File: src/rtl/i2cmon_pkg.sv
package i2cmon_pkg;
    typedef enum logic [1:0] {
        ST_IDLE = 2'd0,
        ST_ADDR = 2'd1,
        ST_DATA = 2'd2
    } mon_state_t;

    typedef enum logic [3:0] {
        EV_NONE    = 4'd0,
        EV_START   = 4'd1,
        EV_RSTART  = 4'd2,
        EV_ADDR_RD = 4'd3,
        EV_ADDR_WR = 4'd4,
        EV_DATA_RD = 4'd5,
        EV_DATA_WR = 4'd6,
        EV_STOP    = 4'd7
    } ev_code_t;

    typedef struct packed {
        ev_code_t   code;
        logic [7:0] data;
        logic       nack;
    } ev_rec_t;
endpackage

File: src/rtl/i2cmon_sync.sv
module i2cmon_sync #(
    parameter int STAGES = 2,
    parameter int W      = 2
) (
    input  logic         clk,
    input  logic         rst_n,
    input  logic [W-1:0] d_i,
    output logic [W-1:0] q_o
);
    logic [W-1:0] chain_q [STAGES];

    always_ff @(posedge clk or negedge rst_n) begin
        if (!rst_n) chain_q[0] <= '1;
        else        chain_q[0] <= d_i;
    end

    for (genvar s = 1; s < STAGES; s++) begin : g_stage
        always_ff @(posedge clk or negedge rst_n) begin
            if (!rst_n) chain_q[s] <= '1;
            else        chain_q[s] <= chain_q[s-1];
        end
    end

    assign q_o = chain_q[STAGES-1];
endmodule

File: src/rtl/i2cmon_edges.sv
module i2cmon_edges (
    input  logic clk,
    input  logic rst_n,
    input  logic scl_i,
    input  logic sda_i,
    output logic start_o,
    output logic stop_o,
    output logic rise_o
);
    logic primed_q, scl_q, sda_q;

    always_ff @(posedge clk or negedge rst_n) begin
        if (!rst_n) begin
            primed_q <= 1'b0;
            scl_q    <= 1'b1;
            sda_q    <= 1'b1;
        end else begin
            primed_q <= 1'b1;
            scl_q    <= scl_i;
            sda_q    <= sda_i;
        end
    end

    assign start_o = primed_q && sda_q && !sda_i && scl_i;
    assign stop_o  = primed_q && !sda_q && sda_i && scl_i;
    assign rise_o  = primed_q && !scl_q && scl_i;
endmodule

File: src/rtl/i2cmon_fsm.sv
module i2cmon_fsm
    import i2cmon_pkg::*;
#(
    parameter int DATA_W = 8
) (
    input  logic    clk,
    input  logic    rst_n,
    input  logic    start_i,
    input  logic    stop_i,
    input  logic    rise_i,
    input  logic    sda_i,
    output logic    ev_stb_o,
    output ev_rec_t ev_rec_o
);
    localparam int CNT_W = $clog2(DATA_W + 2);

    mon_state_t        state_q, state_n;
    logic [CNT_W-1:0]  cnt_q, cnt_n;
    logic [DATA_W-1:0] sh_q, sh_n;
    logic              rd_q, rd_n;
    logic              open_q, open_n;
    logic              stb_n;
    ev_rec_t           rec_n;
    logic              last_bit;

    assign last_bit = (cnt_q == CNT_W'(DATA_W));

    always_ff @(posedge clk or negedge rst_n) begin
        if (!rst_n) begin
            state_q  <= ST_IDLE;
            cnt_q    <= '0;
            sh_q     <= '0;
            rd_q     <= 1'b0;
            open_q   <= 1'b0;
            ev_stb_o <= 1'b0;
            ev_rec_o <= '{code: EV_NONE, data: '0, nack: 1'b0};
        end else begin
            state_q  <= state_n;
            cnt_q    <= cnt_n;
            sh_q     <= sh_n;
            rd_q     <= rd_n;
            open_q   <= open_n;
            ev_stb_o <= stb_n;
            ev_rec_o <= rec_n;
        end
    end

    always_comb begin
        state_n = state_q;
        cnt_n   = cnt_q;
        sh_n    = sh_q;
        rd_n    = rd_q;
        open_n  = open_q;
        stb_n   = 1'b0;
        rec_n   = '{code: EV_NONE, data: '0, nack: 1'b0};
        unique case (state_q)
            ST_IDLE: begin
                if (start_i) begin
                    stb_n      = 1'b1;
                    rec_n.code = open_q ? EV_RSTART : EV_START;
                    open_n     = 1'b1;
                    cnt_n      = '0;
                    sh_n       = '0;
                    state_n    = ST_ADDR;
                end
            end
            ST_ADDR: begin
                if (rise_i) begin
                    if (last_bit) begin
                        stb_n      = 1'b1;
                        rec_n.code = sh_q[0] ? EV_ADDR_RD : EV_ADDR_WR;
                        rec_n.data = {1'b0, sh_q[DATA_W-1:1]};
                        rec_n.nack = sda_i;
                        rd_n       = sh_q[0];
                        cnt_n      = '0;
                        sh_n       = '0;
                        state_n    = ST_DATA;
                    end else begin
                        sh_n  = {sh_q[DATA_W-2:0], sda_i};
                        cnt_n = cnt_q + 1'b1;
                    end
                end
            end
            ST_DATA: begin
                if (rise_i) begin
                    if (last_bit) begin
                        stb_n      = 1'b1;
                        rec_n.code = rd_q ? EV_DATA_RD : EV_DATA_WR;
                        rec_n.data = sh_q;
                        rec_n.nack = sda_i;
                        cnt_n      = '0;
                        sh_n       = '0;
                    end else begin
                        sh_n  = {sh_q[DATA_W-2:0], sda_i};
                        cnt_n = cnt_q + 1'b1;
                    end
                end else if (start_i) begin
                    stb_n      = 1'b1;
                    rec_n.code = open_q ? EV_RSTART : EV_START;
                    open_n     = 1'b1;
                    cnt_n      = '0;
                    sh_n       = '0;
                    state_n    = ST_ADDR;
                end else if (stop_i) begin
                    stb_n      = 1'b1;
                    rec_n.code = EV_STOP;
                    open_n     = 1'b0;
                    cnt_n      = '0;
                    sh_n       = '0;
                    state_n    = ST_IDLE;
                end
            end
            default: state_n = ST_IDLE;
        endcase
    end


    bitcnt_range_chk: assert property (@(posedge clk) disable iff (!rst_n)
        cnt_q <= CNT_W'(DATA_W));


    idle_closed_chk: assert property (@(posedge clk) disable iff (!rst_n)
        (state_q == ST_IDLE) |-> !open_q);


    stop_to_idle_chk: assert property (@(posedge clk) disable iff (!rst_n)
        (ev_stb_o && ev_rec_o.code == EV_STOP) |-> (state_q == ST_IDLE));


    start_from_idle_chk: assert property (@(posedge clk) disable iff (!rst_n)
        (ev_stb_o && ev_rec_o.code == EV_START) |-> ($past(state_q) == ST_IDLE));
endmodule

File: src/rtl/i2cmon_outq.sv
module i2cmon_outq
    import i2cmon_pkg::*;
#(
    parameter int DROP_W = 8
) (
    input  logic              clk,
    input  logic              rst_n,
    input  logic              stb_i,
    input  ev_rec_t           rec_i,
    input  logic              ready_i,
    output logic              valid_o,
    output ev_rec_t           rec_o,
    output logic [DROP_W-1:0] drops_o
);
    localparam logic [DROP_W-1:0] DROP_MAX = '1;

    logic load, drop;

    assign load = stb_i && (!valid_o || ready_i);
    assign drop = stb_i && valid_o && !ready_i;

    always_ff @(posedge clk or negedge rst_n) begin
        if (!rst_n) begin
            valid_o <= 1'b0;
            rec_o   <= '{code: EV_NONE, data: '0, nack: 1'b0};
            drops_o <= '0;
        end else begin
            if (load) begin
                valid_o <= 1'b1;
                rec_o   <= rec_i;
            end else if (ready_i) begin
                valid_o <= 1'b0;
            end
            if (drop && drops_o != DROP_MAX) drops_o <= drops_o + 1'b1;
        end
    end


    hold_stalled_chk: assert property (@(posedge clk) disable iff (!rst_n)
        (valid_o && !ready_i) |=> (valid_o && $stable(rec_o)));


    drop_monotonic_chk: assert property (@(posedge clk) disable iff (!rst_n)
        drops_o >= $past(drops_o));
endmodule

File: src/rtl/i2c_bus_monitor.sv
module i2c_bus_monitor
    import i2cmon_pkg::*;
#(
    parameter int SYNC_STAGES = 2,
    parameter int DROP_W      = 8
) (
    input  logic              clk,
    input  logic              rst_n,
    input  logic              scl_in,
    input  logic              sda_in,
    input  logic              ev_ready,
    output logic              ev_valid,
    output logic [3:0]        ev_cmd,
    output logic [7:0]        ev_data,
    output logic              ev_nack,
    output logic [DROP_W-1:0] ev_drop_count
);
    logic [1:0] line_s;
    logic       start_w, stop_w, rise_w, stb_w;
    ev_rec_t    rec_w, out_rec;

    i2cmon_sync #(.STAGES(SYNC_STAGES), .W(2)) u_sync (
        .clk(clk), .rst_n(rst_n), .d_i({scl_in, sda_in}), .q_o(line_s)
    );

    i2cmon_edges u_edges (
        .clk(clk), .rst_n(rst_n), .scl_i(line_s[1]), .sda_i(line_s[0]),
        .start_o(start_w), .stop_o(stop_w), .rise_o(rise_w)
    );

    i2cmon_fsm #(.DATA_W(8)) u_fsm (
        .clk(clk), .rst_n(rst_n), .start_i(start_w), .stop_i(stop_w),
        .rise_i(rise_w), .sda_i(line_s[0]), .ev_stb_o(stb_w), .ev_rec_o(rec_w)
    );

    i2cmon_outq #(.DROP_W(DROP_W)) u_outq (
        .clk(clk), .rst_n(rst_n), .stb_i(stb_w), .rec_i(rec_w),
        .ready_i(ev_ready), .valid_o(ev_valid), .rec_o(out_rec),
        .drops_o(ev_drop_count)
    );

    assign ev_cmd  = out_rec.code;
    assign ev_data = out_rec.data;
    assign ev_nack = out_rec.nack;
endmodule

File: config.mk
export PLATFORM = sky130hd
export DESIGN_NAME = i2c_bus_monitor
export DESIGN_NICKNAME = d
export VERILOG_FILES = /design/src/rtl/i2cmon_pkg.sv /design/src/rtl/i2cmon_sync.sv /design/src/rtl/i2cmon_edges.sv /design/src/rtl/i2cmon_fsm.sv /design/src/rtl/i2cmon_outq.sv /design/src/rtl/i2c_bus_monitor.sv
export SDC_FILE = /design/constraint.sdc
export NUM_CORES = 1
export LEC_CHECK = 0
export CORE_MARGIN = 2
export CORE_UTILIZATION = 45
export CTS_BUF_LIST = sky130_fd_sc_hd__clkbuf_2 sky130_fd_sc_hd__clkbuf_4 sky130_fd_sc_hd__clkbuf_8
export CTS_CLUSTER_DIAMETER = 40
export DETAILED_ROUTE_END_ITERATION = 10
export PLACE_DENSITY_LB_ADDON = 0.25
export SLEW_MARGIN = 20
export SYNTH_ARGS = -nofsm -noshare
export SYNTH_HDL_FRONTEND = slang
export SYNTH_HIERARCHICAL = 1
export SYNTH_SLANG_ARGS = --single-unit
export TNS_END_PERCENT = 10
File: constraint.sdc
create_clock -name clk -period 2.4 [get_ports clk]
set_clock_uncertainty 0.05 [all_clocks]
set_input_delay 0.6 -clock clk [delete_from_list [all_inputs] [get_ports clk]]
set_output_delay 0.6 -clock clk [all_outputs]
set_load 0.01 [all_outputs]
==> results.json <==
{
  "status": "completed",
  "post_synth_instance_area_sq_um": 2570,
  "route.vias.total": 1713,
  "clock-sinks": 58,
  "overflow": 0,
  "power_density_nw_per_um2": 784,
  "clock_path_buffers": 2,
  "cp.required_ns": 2.62,
  "fin_util_pct": 56.9,
  "detail_route.vias_per_cell": 5.27,
  "area_delta_synth_final_pct": 21.6,
  "yosys.area.top_type_share_pct": 50.6,
  "finalHoldViolations": 0,
  "setup_violations": 0,
  "placementRows": 27,
  "postSynthRegisterBits": 58,
  "stdcell_area_sq_um": 3130,
  "cts_hold_buf": 0,
  "effective_utilization_at_floorplan_pct": 46.7,
  "p_leak_nw": 1.46,
  "postCtsSetupBuffers": 0,
  "fillCellCount": 472,
  "postRouteAntennaNets": 0,
  "total_routing_resource_utilization_after_global_routing_pct": 16.2,
  "first_iter_violations": 64,
  "dr.pass1.iters": 4,
  "synth_area_leader_cell": "dfrtp_1",
  "ys.warnings.count": 6,
  "slew_viol_final": 0,
  "synth.distinct_cells": 42,
  "period_needed_ns": 2.10,
  "crit_fanout": 10,
  "post_cts_clock_slew_at_the_launch_and_capture_registers_of_the_worst_setup_and_hold_paths_ns": 0.06,
  "grt_pass1_vias": 1649,
  "crit_path_end_kind": "register",
  "clock_tree_from_tritoncts": "yes",
  "upper_clock_frequency_limit_mhz": 477,
  "slew_headroom_pct": 63.7,
  "layout_worst_path_cycle_share_pct": 87.4,
  "dieArea_sq_um": 6340,
  "worstSetupPathType": "register to register",
  "core-area_sq_um": 5510,
  "root_buffer": "clkbuf_8",
  "hp-class": "input port to async pin",
  "dp_hpwl_mm": 3.08,
  "drt-wirelength-per-cell_um": 13.6,
  "die_x_um": 79.6,
  "gp_congestion": 0.803,
  "worst_ep_arrival_time_ns": 2.32,
  "port_buffers": 26,
  "clock_latency_ns": 0.33,
  "grt_start_max_net_pins": 36,
  "syn-mean-instance-area_sq_um": 11.9,
  "detail_route.drc_violations": 0,
  "cts_inserted_buffers": 9,
  "post_cts_resize_count": 0,
  "grt_first_pass_wirelength_mm": 7.81,
  "fin_tns_setup_ns": 0,
  "footprint_of_the_multi_input_gates_sq_um": 1030,
  "synth_seq_area_share_pct": 56.7,
  "routed_wirelength_mm": 4.41,
  "top_level_ports": 27,
  "crit_path_start_kind": "register",
  "layout-drive-gt1-share_pct": 17.0,
  "syn-instance-count": 216,
  "net_count_synth": 228,
  "seqCellArea_sq_um": 1460,
  "tightest_slew_ns": 0.544,
  "cap_viol_max_count": 0,
  "die_height_um": 79.6,
  "netlist_top_cells_area": "dfrtp_1 (51%), dfstp_2 (6.1%), mux2_2 (6.1%)",
  "irDropWorstVdd_mv": 0.451,
  "rsz0062_at_grt": "false",
  "finish.net_count": 260,
  "dpl-instance-area_sq_um": 2920,
  "cts_max_level": 3,
  "antenna_cells": 0,
  "initial_antenna_violation_count": 0
}
-- cell usage in the layout (no fill, tap or decap), drive strengths merged, types with 3 or more instances in the layout --
cell type      instances
nand3                  5
a31oi                  3
o21ai                  7
dfstp                  6
nand4                  4
nand2b                 6
nand2                 11
a22oi                  8
nor2                  10
and3b                  3
mux2                  19
nor3                   3
inv                    6
dfrtp                 52
ha                     7
nor2b                  8
a22o                   9
a21oi                  8
buf                    6
and3                   7
clkdlybuf4s50         25
clkbuf                14
-- synth_stat cells (all sizes together) --
cell,n
inv,6
and3,7
dfrtp,52
nand3b,2
nor4,1
and4,1
a22o,9
a22oi,8
nor2,10
dfstp,6
nand2,11
clkbuf,2
o211ai,1
nand4,4
nand3,5
a221oi,1
a21o,1
conb,2
mux2,19
o21bai,2
o21a,2
ha,7
a21oi,8
a31oi,3
a21boi,2
a211o,2
buf,8
o21ai,7
nand2b,6
and4b,2
or3,1
nor2b,8
xnor2,1
nor3,3
o31ai,1
and3b,3
a2111o,1
nor3b,1
-- layer usage --
| metal | up-vias | wire, um | GRT usage, % |
|---|---|---|---|
| li1 | 848 | - | - |
| met2 | 41 | 1970 | 22.8 |
| met1 | 822 | 2170 | 22.4 |
| met3 | 2 | 243 | 7.01 |
| met5 | - | 0 | 0 |
| met4 | 0 | 26 | 5.86 |
-- sequential cells by signal, summed over array words and instances, names as in the netlist, 2 cells and up --
register / cells
u_outq/drops_o: 8
u_sync/chain_q: 2
u_outq/rec_o: 13
u_fsm/state_q: 2
u_fsm/cnt_q: 4
u_sync/q_o: 2
u_fsm/sh_q: 8
u_fsm/ev_rec_o: 12
-- report_power, final --
part	switching, mW	total (mW)	internal (mW)
sequential	0.0581	1.11	1.05
combinational	0.240	0.430	0.190
clock	0.348	0.918	0.569
-- final timing paths --
path                                             startpoint                          end  slack [ns]  depth (start not counted)
worst max-delay path                u_sync/q_o[0]$_DFF_PN1_   u_fsm/cnt_q[0]$_DFFE_PN0P_        0.30                          5
min in group clk                u_sync/chain_q[2]$_DFF_PN1_      u_sync/q_o[0]$_DFF_PN1_        0.30                          0
max in group asynchronous                             rst_n    u_fsm/sh_q[7]$_DFFE_PN0P_        1.53                          2
worst min register to register  u_sync/chain_q[2]$_DFF_PN1_      u_sync/q_o[0]$_DFF_PN1_        0.30                          0
worst max register to register      u_sync/q_o[0]$_DFF_PN1_   u_fsm/cnt_q[0]$_DFFE_PN0P_        0.30                          5
worst min-delay path                                  rst_n  u_fsm/ev_rec_o[8]$_DFF_PN0_        0.20                          1
-- stage by stage --
stage	cells	hold slack, ns	total power [mW]	worst slack [ns]
final	325	0.203	2.45	0.302
after global routing	325	0.228	2.61	0.150
after CTS	325	0.207	2.48	0.284
after detailed placement	309	0.297	1.56	0.302
after global placement	309	0.297	1.55	0.331
after floorplan	216	0.254	1.41	0.412
-- kinds of logic (layout without fill, tap and decap cells) --
logic type	Yosys count	after routing	share of synthesized area, %
fa+ha+maj	7	7	3.40
xor+xnor	1	1	0.340
compound gates	48	48	13.1
mux	19	19	8.31
flops	58	58	56.7
buf+inv	16	53	3.21
simple gates	65	65	14.6
other cells	2	2	0.292
-- area by class of cell --
| class | count | share of cell area (%) |
|---|---|---|
| Sequential cell | 58 | 46.6 |
| Multi-Input combinational cell | 142 | 33.0 |
| Timing Repair Buffer | 31 | 10.2 |
| Clock buffer | 14 | 5.56 |
| Tap cell | 72 | 2.88 |
| Clock inverter | 2 | 1.12 |
| Inverter | 6 | 0.719 |
-- worst max-delay path: stages, from the launching register on --
cell	delay [ns]
dfstp_2	0.55
and4b_1	0.27
nor3_1	0.08
a2111o_1	0.54
nor3_4	0.35
mux2_1	0.20
No activity file was read; power rests on OpenSTA's default activity.
